## src/rtl/mulx_pkg.sv

```systemverilog
package mulx_pkg;

    typedef enum logic [1:0] {
        ST_IDLE,
        ST_RUN,
        ST_FMT,
        ST_DONE
    } mulx_state_e;

    // decoded operation attributes
    typedef struct packed {
        logic wide;   // 64-bit form
        logic sgn;    // signed operands
        logic high;   // upper half of the product
    } mul_op_t;

endpackage

```

## src/rtl/mulx_decode.sv

```systemverilog
module mulx_decode
    import mulx_pkg::*;
(
    input  logic [5:0] major_i,
    input  logic [4:0] shamt_i,
    input  logic [5:0] funct_i,
    input  logic       wide_en_i,
    output mul_op_t    op_o,
    output logic       illegal_o
);

    logic known;
    logic sel_ok;

    always_comb begin
        known     = 1'b1;
        op_o.wide = 1'b0;
        op_o.sgn  = 1'b0;
        unique case (funct_i)
            6'h18: begin op_o.wide = 1'b0; op_o.sgn = 1'b1; end
            6'h19: begin op_o.wide = 1'b0; op_o.sgn = 1'b0; end
            6'h1C: begin op_o.wide = 1'b1; op_o.sgn = 1'b1; end
            6'h1D: begin op_o.wide = 1'b1; op_o.sgn = 1'b0; end
            default: known = 1'b0;
        endcase
        sel_ok    = (shamt_i == 5'd2) || (shamt_i == 5'd3);
        op_o.high = shamt_i[0];
        illegal_o = (major_i != 6'd0) || !known || !sel_ok ||
                    (op_o.wide && !wide_en_i);
    end

endmodule

```

## src/rtl/mulx_step.sv

```systemverilog
// One shift-add iteration: accumulates a * (low digit of lo) into hi and
// shifts the pair right by one digit.
module mulx_step #(
    parameter int XLEN    = 64,
    parameter int DIGIT_W = 4
) (
    input  logic [XLEN-1:0] a_i,
    input  logic [XLEN-1:0] hi_i,
    input  logic [XLEN-1:0] lo_i,
    output logic [XLEN-1:0] hi_o,
    output logic [XLEN-1:0] lo_o
);

    localparam int ACC_W = XLEN + DIGIT_W;

    logic [ACC_W-1:0] partial;
    logic [ACC_W-1:0] sum;

    generate
        if (DIGIT_W == 1) begin : g_bit
            assign partial = lo_i[0] ? {1'b0, a_i} : '0;
        end else begin : g_digit
            assign partial = ACC_W'(a_i) * ACC_W'(lo_i[DIGIT_W-1:0]);
        end
    endgenerate

    always_comb begin
        sum  = ACC_W'(hi_i) + partial;
        hi_o = sum[ACC_W-1:DIGIT_W];
        lo_o = {sum[DIGIT_W-1:0], lo_i[XLEN-1:DIGIT_W]};
    end

endmodule

```

## src/rtl/mulx_format.sv

```systemverilog
// Picks the requested half and applies the signed correction for 64-bit forms.
module mulx_format
    import mulx_pkg::*;
#(
    parameter int XLEN = 64
) (
    input  mul_op_t         op_i,
    input  logic [XLEN-1:0] a_i,
    input  logic [XLEN-1:0] b_i,
    input  logic [XLEN-1:0] hi_i,
    input  logic [XLEN-1:0] lo_i,
    output logic [XLEN-1:0] res_o
);

    localparam int HALF = XLEN / 2;

    logic [XLEN-1:0] fix_a;
    logic [XLEN-1:0] fix_b;
    logic [XLEN-1:0] hi_fix;
    logic [HALF-1:0] word;

    always_comb begin
        fix_a  = (op_i.sgn && b_i[XLEN-1]) ? a_i : '0;
        fix_b  = (op_i.sgn && a_i[XLEN-1]) ? b_i : '0;
        hi_fix = hi_i - fix_a - fix_b;
        word   = op_i.high ? lo_i[XLEN-1:HALF] : lo_i[HALF-1:0];
        if (op_i.wide) begin
            res_o = op_i.high ? hi_fix : lo_i;
        end else begin
            res_o = {{HALF{word[HALF-1]}}, word};
        end
    end

endmodule

```

## src/rtl/mulx_unit.sv

```systemverilog
module mulx_unit
    import mulx_pkg::*;
#(
    parameter int XLEN    = 64,
    parameter int DIGIT_W = 4
) (
    input  logic            clk_i,
    input  logic            rst_ni,
    input  logic            start_i,
    input  logic [5:0]      major_i,
    input  logic [4:0]      shamt_i,
    input  logic [5:0]      funct_i,
    input  logic [4:0]      rd_i,
    input  logic            wide_en_i,
    input  logic [XLEN-1:0] src_a_i,
    input  logic [XLEN-1:0] src_b_i,
    input  logic            ack_i,
    output logic            busy_o,
    output logic            done_o,
    output logic            we_o,
    output logic            rsvd_exc_o,
    output logic [4:0]      dst_o,
    output logic [XLEN-1:0] result_o
);

    localparam int HALF  = XLEN / 2;
    localparam int STEPS = XLEN / DIGIT_W;
    localparam int CNT_W = $clog2(STEPS + 1);

    typedef struct packed {
        mulx_state_e     st;
        logic [CNT_W-1:0] cnt;
        mul_op_t         op;
        logic [XLEN-1:0] a;
        logic [XLEN-1:0] b;
        logic [XLEN-1:0] hi;
        logic [XLEN-1:0] lo;
        logic [XLEN-1:0] res;
        logic [4:0]      dst;
        logic            we;
        logic            exc;
    } mulx_regs_t;

    mulx_regs_t r_d, r_q;

    mul_op_t         dec_op;
    logic            dec_illegal;
    logic [XLEN-1:0] step_hi, step_lo;
    logic [XLEN-1:0] fmt_res;
    logic [XLEN-1:0] a_ext, b_ext;

    mulx_decode dec_i (
        .major_i   (major_i),
        .shamt_i   (shamt_i),
        .funct_i   (funct_i),
        .wide_en_i (wide_en_i),
        .op_o      (dec_op),
        .illegal_o (dec_illegal)
    );

    mulx_step #(.XLEN(XLEN), .DIGIT_W(DIGIT_W)) step_i (
        .a_i  (r_q.a),
        .hi_i (r_q.hi),
        .lo_i (r_q.lo),
        .hi_o (step_hi),
        .lo_o (step_lo)
    );

    mulx_format #(.XLEN(XLEN)) fmt_i (
        .op_i  (r_q.op),
        .a_i   (r_q.a),
        .b_i   (r_q.b),
        .hi_i  (r_q.hi),
        .lo_i  (r_q.lo),
        .res_o (fmt_res)
    );

    // narrow forms: extend the low words by signedness so that the low
    // 64 bits of the unsigned product are exact
    always_comb begin
        if (dec_op.wide) begin
            a_ext = src_a_i;
            b_ext = src_b_i;
        end else if (dec_op.sgn) begin
            a_ext = {{HALF{src_a_i[HALF-1]}}, src_a_i[HALF-1:0]};
            b_ext = {{HALF{src_b_i[HALF-1]}}, src_b_i[HALF-1:0]};
        end else begin
            a_ext = {{HALF{1'b0}}, src_a_i[HALF-1:0]};
            b_ext = {{HALF{1'b0}}, src_b_i[HALF-1:0]};
        end
    end

    always_comb begin
        r_d = r_q;
        unique case (r_q.st)
            ST_IDLE: begin
                if (start_i) begin
                    r_d.dst = rd_i;
                    r_d.op  = dec_op;
                    if (dec_illegal) begin
                        r_d.exc = 1'b1;
                        r_d.we  = 1'b0;
                        r_d.res = '0;
                        r_d.st  = ST_DONE;
                    end else if (rd_i == 5'd0) begin
                        r_d.exc = 1'b0;
                        r_d.we  = 1'b0;
                        r_d.res = '0;
                        r_d.st  = ST_DONE;
                    end else begin
                        r_d.a   = a_ext;
                        r_d.b   = b_ext;
                        r_d.hi  = '0;
                        r_d.lo  = b_ext;
                        r_d.cnt = CNT_W'(STEPS - 1);
                        r_d.st  = ST_RUN;
                    end
                end
            end
            ST_RUN: begin
                r_d.hi  = step_hi;
                r_d.lo  = step_lo;
                r_d.cnt = r_q.cnt - 1'b1;
                if (r_q.cnt == '0) begin
                    r_d.st = ST_FMT;
                end
            end
            ST_FMT: begin
                r_d.res = fmt_res;
                r_d.we  = 1'b1;
                r_d.exc = 1'b0;
                r_d.st  = ST_DONE;
            end
            ST_DONE: begin
                if (ack_i) begin
                    r_d.we  = 1'b0;
                    r_d.exc = 1'b0;
                    r_d.st  = ST_IDLE;
                end
            end
            default: r_d.st = ST_IDLE;
        endcase
    end

    always_ff @(posedge clk_i or negedge rst_ni) begin
        if (!rst_ni) begin
            r_q <= '{st: ST_IDLE, op: '0, default: '0};
        end else begin
            r_q <= r_d;
        end
    end

    assign busy_o     = (r_q.st != ST_IDLE);
    assign done_o     = (r_q.st == ST_DONE);
    assign we_o       = r_q.we;
    assign rsvd_exc_o = r_q.exc;
    assign dst_o      = r_q.dst;
    assign result_o   = r_q.res;

endmodule

```

## config.mk

```make
export PLATFORM = sky130hd
export DESIGN_NAME = mulx_unit
export DESIGN_NICKNAME = d
export VERILOG_FILES = /design/src/rtl/mulx_pkg.sv /design/src/rtl/mulx_decode.sv /design/src/rtl/mulx_step.sv /design/src/rtl/mulx_format.sv /design/src/rtl/mulx_unit.sv
export SDC_FILE = /design/constraint.sdc
export NUM_CORES = 2
export LEC_CHECK = 0
export ABC_CLOCK_PERIOD_IN_PS = 5100
export BUFFER_PORTS_ARGS = -buffer_cell sky130_fd_sc_hd__clkbuf_2
export CORE_MARGIN = 2
export CORE_UTILIZATION = 30
export DETAILED_ROUTE_END_ITERATION = 8
export PLACE_DENSITY_LB_ADDON = 0.15
export SLEW_MARGIN = 20
export SYNTH_ARGS = -nofsm -noshare
export SYNTH_HDL_FRONTEND = slang
export SYNTH_HIERARCHICAL = 1
export SYNTH_SLANG_ARGS = --single-unit
```

## constraint.sdc

```tcl
create_clock -name clk_i -period 5.1 [get_ports clk_i]
set_input_delay 0.51 -clock clk_i [delete_from_list [all_inputs] [get_ports clk_i]]
set_output_delay 0.51 -clock clk_i [all_outputs]
set_load 0.005 [all_outputs]
```

## Word level (Yosys, flattened, before mapping)

Cells that the tools add are included.

| storage, ports and cells | value |
|---|---|
| register bits | 337 |
| latch bits | 0 |
| RAM bits | 0 |
| ROM bits | 0 |
| input bits | 155 |
| output and inout port bits | 73 |
| word-level logic and storage cells | 89 |
| memories kept | 0 |

| cells by class | value |
|---|---|
| add/subtract/negate cells | 4 |
| multipliers | 1 |
| div/mod/pow operators | 0 |
| order comparisons | 0 |
| equality and inequality tests | 15 |
| shifts and indexed selects | 0 |
| mux-type cells | 29 |
| bitwise logic cells | 2 |
| reduce and logical (&&, ||, !) cells | 25 |

Operator list:

| cell | number |
|---|---|
| $mux 64 | 10 |
| $mux 256 | 2 |
| $mux 337 | 1 |
| $pmux 128 s2 | 1 |
| $pmux 64 s2 | 1 |
| $sub 64x64->64 | 2 |
| $add 64x68->68 | 1 |
| $mul 64x4->68 | 1 |
| $mux 32 | 1 |
| $eq 6x5->1 const B | 4 |
| $mux 2 | 6 |
| $pmux 2 s3 | 2 |
| $reduce_and 4->1 | 3 |
| $eq 5x2->1 const B | 2 |
| $logic_not 5->1 | 2 |
| $mux 5 | 2 |
| $ne 2x2->1 const B | 5 |
| $pmux 5 s2 | 1 |
| $pmux 2 s4 | 1 |
| $reduce_and 3->1 | 2 |
| $reduce_bool 2->1 | 3 |
| $reduce_bool 6->1 | 1 |
| $sub 5x1->5 const B | 1 |
| $eq 2x2->1 const B | 2 |
| 11 further kinds | 19 |

## Depth between registers and ports, before layout

| depth | value |
|---|---|
| depth after elaboration | 10 |
| gate-level depth with buffers | 21 |
| depth with buffers taken out | 20 |

## Cells and area by module

The synthesis kept the hierarchy.

Modules (own cells, without submodules):

| module | times used | cells an instance | area an instance (sq um) | sequential area each (sq um) |
|---|---|---|---|---|
| mulx_unit | 1 | 1419 | 14707.9 | 8433.1 |
| mulx_step | 1 | 1386 | 10901.7 | 0.0 |
| mulx_format | 1 | 1131 | 7651.1 | 0.0 |
| mulx_decode | 1 | 9 | 73.8 | 0.0 |

## Least setup slack after synthesis

Ideal clock, no wire load.

| timing path | value |
|---|---|
| kind | register -> register |
| start | register r_q[72] (netlist name) |
| end | register r_q[190] (netlist name) |
| setup time | 83 ps |
| data arrival time | 4857 ps |
| data required time | 5017 ps |
| path slack | 160 ps |
| cell stages (with the launch flop) | 21 |
| path buffers | 1 |
| clock period less this slack | 4940 ps |
| path through | dfrtp_1 > clkbuf_1 > and2_1 > fa_1 > fa_1 > inv_1 > fa_1 > inv_1 > ha_1 > and3_1 > a221oi_4 > o31ai_2 > a211oi_2 > o211ai_1 > a221oi_2 > o21bai_1 > a211o_1 > a21oi_2 > xnor2_1 > nand2_1 > o21ai_0 |

| between the ends | value |
|---|---|
| longest elaborated chain between the ends | 3 |

Ends and longest elaborated chain:

| element | RTL line | source |
|---|---|---|
| start: declaration | mulx_unit.sv:44 | `mulx_regs_t r_d, r_q;` |
| start signal: assignment | mulx_unit.sv:149 | `r_q <= r_d;` |
| $mul 64x4->68 | mulx_step.sv:23 | `assign partial = ACC_W'(a_i) * ACC_W'(lo_i[DIGIT_W-1:0]);` |
| $add 64x68->68 | mulx_step.sv:28 | `sum = ACC_W'(hi_i) + partial;` |
| via step_hi[55] | mulx_unit.sv:48 | `logic [XLEN-1:0] step_hi, step_lo;` |
| $pmux 128 s2 | mulx_unit.sv:95 | `unique case (r_q.st)` |

The timed path passes the listed nets, and every way through them passes these cells.
A chain may end at the register's enable or synchronous reset.

## Worst setup path after layout

| timing path | value |
|---|---|
| start | register r_q[72] (netlist name) |
| end | register r_q[198] (netlist name) |

Same word-level chain as after synthesis.

==> results.toml <==
[min_path]
min_path_type = "in2reg"

[synthesis]
mappedNetlistNets = 4497
synth_edf_count = 0
synthCells = 3945
async_flop_share_pct = 100.0
synth_cell_types = 88
seq_area_frac_synth_pct = 25.30
synth-main-ff-cell = "dfrtp_1"
synth_area_leaders = "dfrtp_1 (25%), fa_1 (15%), inv_1 (6.3%)"
netlist_area_um2 = 33330
yosysWarnings = 6
syn_avg_cell_area_um2 = 8.450
yosysTopAreaCell = "dfrtp_1"
yosysTopAreaCellShare_pct = 25.30
synth-seq-cells = 337

[die]
initial_utilization_pct = 30.16
ios = 228
dieArea_um2 = 113800
die_h_um = 337.3
core_um2 = 110500
die_w_um = 337.3
fp-row-count = 122

[sta]
min_period_ns = 5.140
setup-tns-final_ns = -0.09761
finalClockSkew_ns = 0.03976
worst_pin_slew_ns = 1.014
hold_viol = 0
max_freq_mhz = 194.6
maxSlewHeadroom_pct = 32.25
setup_viol = 3
worst_slack_ns = -0.03959
period_share_pct = 100.8
rsz0062_at_grt = "yes"
slew_viol_final = 0

[layout]
final_core_util_pct = 35.42
final_area_um2 = 39140
nNetsFinal = 4701
final-seq-area_um2 = 8443
multiInputGateArea_um2 = 21650
area_growth_pct = 17.43
n_fill_cell = 11750
drive_gt1_share_pct = 20.27

[clock_network]
clock_path_buffers = 3
cts_htree_levels = 2
path_clk_slew_ns = 0.06
tritoncts = "built"
cts_root_buf = "clkbuf_16"
clock_latency_ns = 0.65
numClockSinks = 337
cts_buffers = 48

[run_status]
violations = "setup timing"
outcome = "finished, violations left"

[power]
pwr_density_cell_nw_per_um2 = 239.8
p_seq_share_pct = 34.8
p_comb_share_pct = 27.8
p_int_mw = 5.857
power_mw = 9.385
clkPwrFrac_pct = 37.4
vdd_ir_drop_max_uv = 270.2
p_switching_mw = 3.528
power_leakage_nw = 19.54
switching_share_pct = 37.59

[placed_design]
placed_cell_area_um2 = 36690
dp_hpwl_um = 95520
io_buffer_count = 227
dp_slack_ns = -0.2582
gp_congestion = 0.8870

[global_route]
antenna_found_initial = 9
grt_pass1_vias = 28500
grt_max_degree = 142
grt_pass1_wl_um = 183700
track_usage_pct = 21.33
grt_overflow_total = 0

[drt]
ant_nets = 0
viasPerCell = 4.922
first_pass_iters = 5
drc_errors = 0
drt-total-wl_um = 121200
drt_iter0_drc = 1672
via_count = 27960
wl_per_cell_um = 21.33

[critical_path]
worstSetupPathType = "reg2reg"
cp-start-kind = "flop"
critical-path-slowest-cell = "fa_1"
critical_path.cell_chain = "buf_12, buf_4, buf_12, and2_4, fa_1, fa_1, inv_1, fa_1, inv_1, ha_1, a21oi_1, o21ai_4, nor3_2, nor4_2, buf_4, a221oi_2, o2111ai_2, a311o_1, a21oi_2, xnor2_1, nand2_1, o21ai_1"
crit_buf_inv = 6
crit_top_cell = "fa_1"
crit_family = "adder cells"
cp_max_fo = 23
critPathRequiredTime_ns = 5.66
critPathCaptureType = "flop"
cpPeakStageDelay_ns = 0.49
worstPathArrival_ns = 5.70

[flow_run]
maxCapViolations = 0
==> worst register-to-register path, cell delays in order, from the launching register on <==
cell and delay (ns):
dfrtp_2 0.44, buf_12 0.16, buf_4 0.16, buf_12 0.15
and2_4 0.18, fa_1 0.49, fa_1 0.49, inv_1 0.05
fa_1 0.47, inv_1 0.04, ha_1 0.28, a21oi_1 0.29
o21ai_4 0.14, nor3_2 0.21, nor4_2 0.08, buf_4 0.13
a221oi_2 0.27, o2111ai_2 0.16, a311o_1 0.41, a21oi_2 0.15
xnor2_1 0.12, nand2_1 0.07, o21ai_1 0.14
==> layout make-up <==
cell class	count	area share, %
Antenna cell	3	0.01918
Clock buffer	64	3.401
Clock inverter	26	0.7831
Inverter	561	5.380
Multi-Input combinational cell	2694	55.32
Sequential cell	337	21.57
Tap cell	1488	4.756
Timing Repair Buffer	507	8.771
==> logic make-up after synthesis <==
group | count (synthesis) | share of synthesized area (%)
XOR/XNOR | 124 | 3.258
multiplexers | 198 | 6.340
AO/OA/AOI/OAI | 857 | 15.67
buffers and inverters | 914 | 11.92
adder cells (fa/ha/maj) | 397 | 20.53
flip-flops | 337 | 25.30
AND/OR/NAND/NOR | 1118 | 16.98
==> per-stage QoR <==
| stage | cells | hold slack (ns) |
|---|---|---|
| 2_1_floorplan | 3945 | 0.2144 |
| 5_1_grt | 5677 | 0.08080 |
| 6_report | 5680 | 0.1053 |
| 4_1_cts | 5666 | 0.06233 |
| 3_3_place_gp | 5570 | 0.4564 |
| 3_5_place_dp | 5570 | 0.4639 |
==> placed cells by master, fill, tap and decap left out, types with 16 or more instances in the layout <==
cell	n
nand4_1	45
nor2_1	118
inv_1	559
a22oi_1	33
nand2_1	354
dfrtp_1	329
o21ai_0	272
o21a_1	16
a21o_1	82
o21bai_1	27
mux2i_1	93
buf_4	263
xnor2_1	75
ha_1	124
nand3_1	118
mux2_2	103
a21oi_2	18
xor2_1	45
nor3_1	19
clkbuf_16	48
and3_1	125
clkbuf_2	226
and2_1	247
fa_1	245
a21oi_1	229
o21ai_1	43
ha_4	21
==> flip-flops by register name (all words and copies together) (netlist names) <==
name        count
rsvd_exc_o      1
dst_o           5
r_q           266
we_o            1
result_o       64
==> final timing paths <==
path	start	end	slack [ns]	cells after the start
max reg2reg	r_q[72]	r_q[198]	-0.04	22
min in group asynchronous	rst_ni	result_o[17]	0.39	2
max	r_q[72]	r_q[198]	-0.04	22
min reg2reg	r_q[247]	r_q[247]	0.47	2
min	src_a_i[21]	r_q[284]	0.11	2
max in group asynchronous	rst_ni	r_q[176]	3.45	3
==> power groups by stage <==
stage	clock (mW)	sequential, mW	combinational, mW
after global routing	3.72	3.30	2.86
after CTS	3.61	3.27	2.63
after floorplan	0	3.14	1.90
final	3.51	3.27	2.61
after global placement	0	3.32	2.61
after detailed placement	0	3.32	2.61
==> cells in the mapped netlist, types with 7 or more instances <==
cell type / n
mux2_2: 103
a211oi_1: 10
clkbuf_1: 175
o21a_1: 16
dfrtp_1: 337
a21oi_1: 241
buf_2: 44
o31ai_1: 9
mux2i_1: 93
nand3_1: 119
inv_1: 561
o21ai_0: 316
ha_1: 147
a31oi_1: 15
nand4_1: 45
buf_4: 130
o21ai_1: 11
or3_1: 8
and2_1: 254
a21o_1: 82
xor2_1: 46
fa_1: 250
xnor2_1: 78
nor2_1: 126
o211ai_1: 8
nor2b_1: 14
nand2b_1: 13
a21oi_2: 7
and3_1: 126
nand2_1: 360
nor3_1: 22
o21bai_1: 28
a22oi_1: 33
==> layer usage <==
layer / up-vias / wire length, µm / global-route usage, %
met2: 577 / 53170 / 32.72
met5: - / 0 / 0
li1: 13260 / - / -
met3: 121 / 5419 / 2.627
met1: 13990 / 59320 / 31.40
met4: 0 / 3240 / 5.787
==> timing repair <==
item                                    in CTS  in global routing
hold buffers                                 1                  0
endpoints found under the hold margin       51                  0
pin swaps                                   22                 51
setup buffers                                5                 11
resized for setup                           46                116
endpoints found under the setup margin      19                 39
No activity file was read; power rests on OpenSTA's default activity.
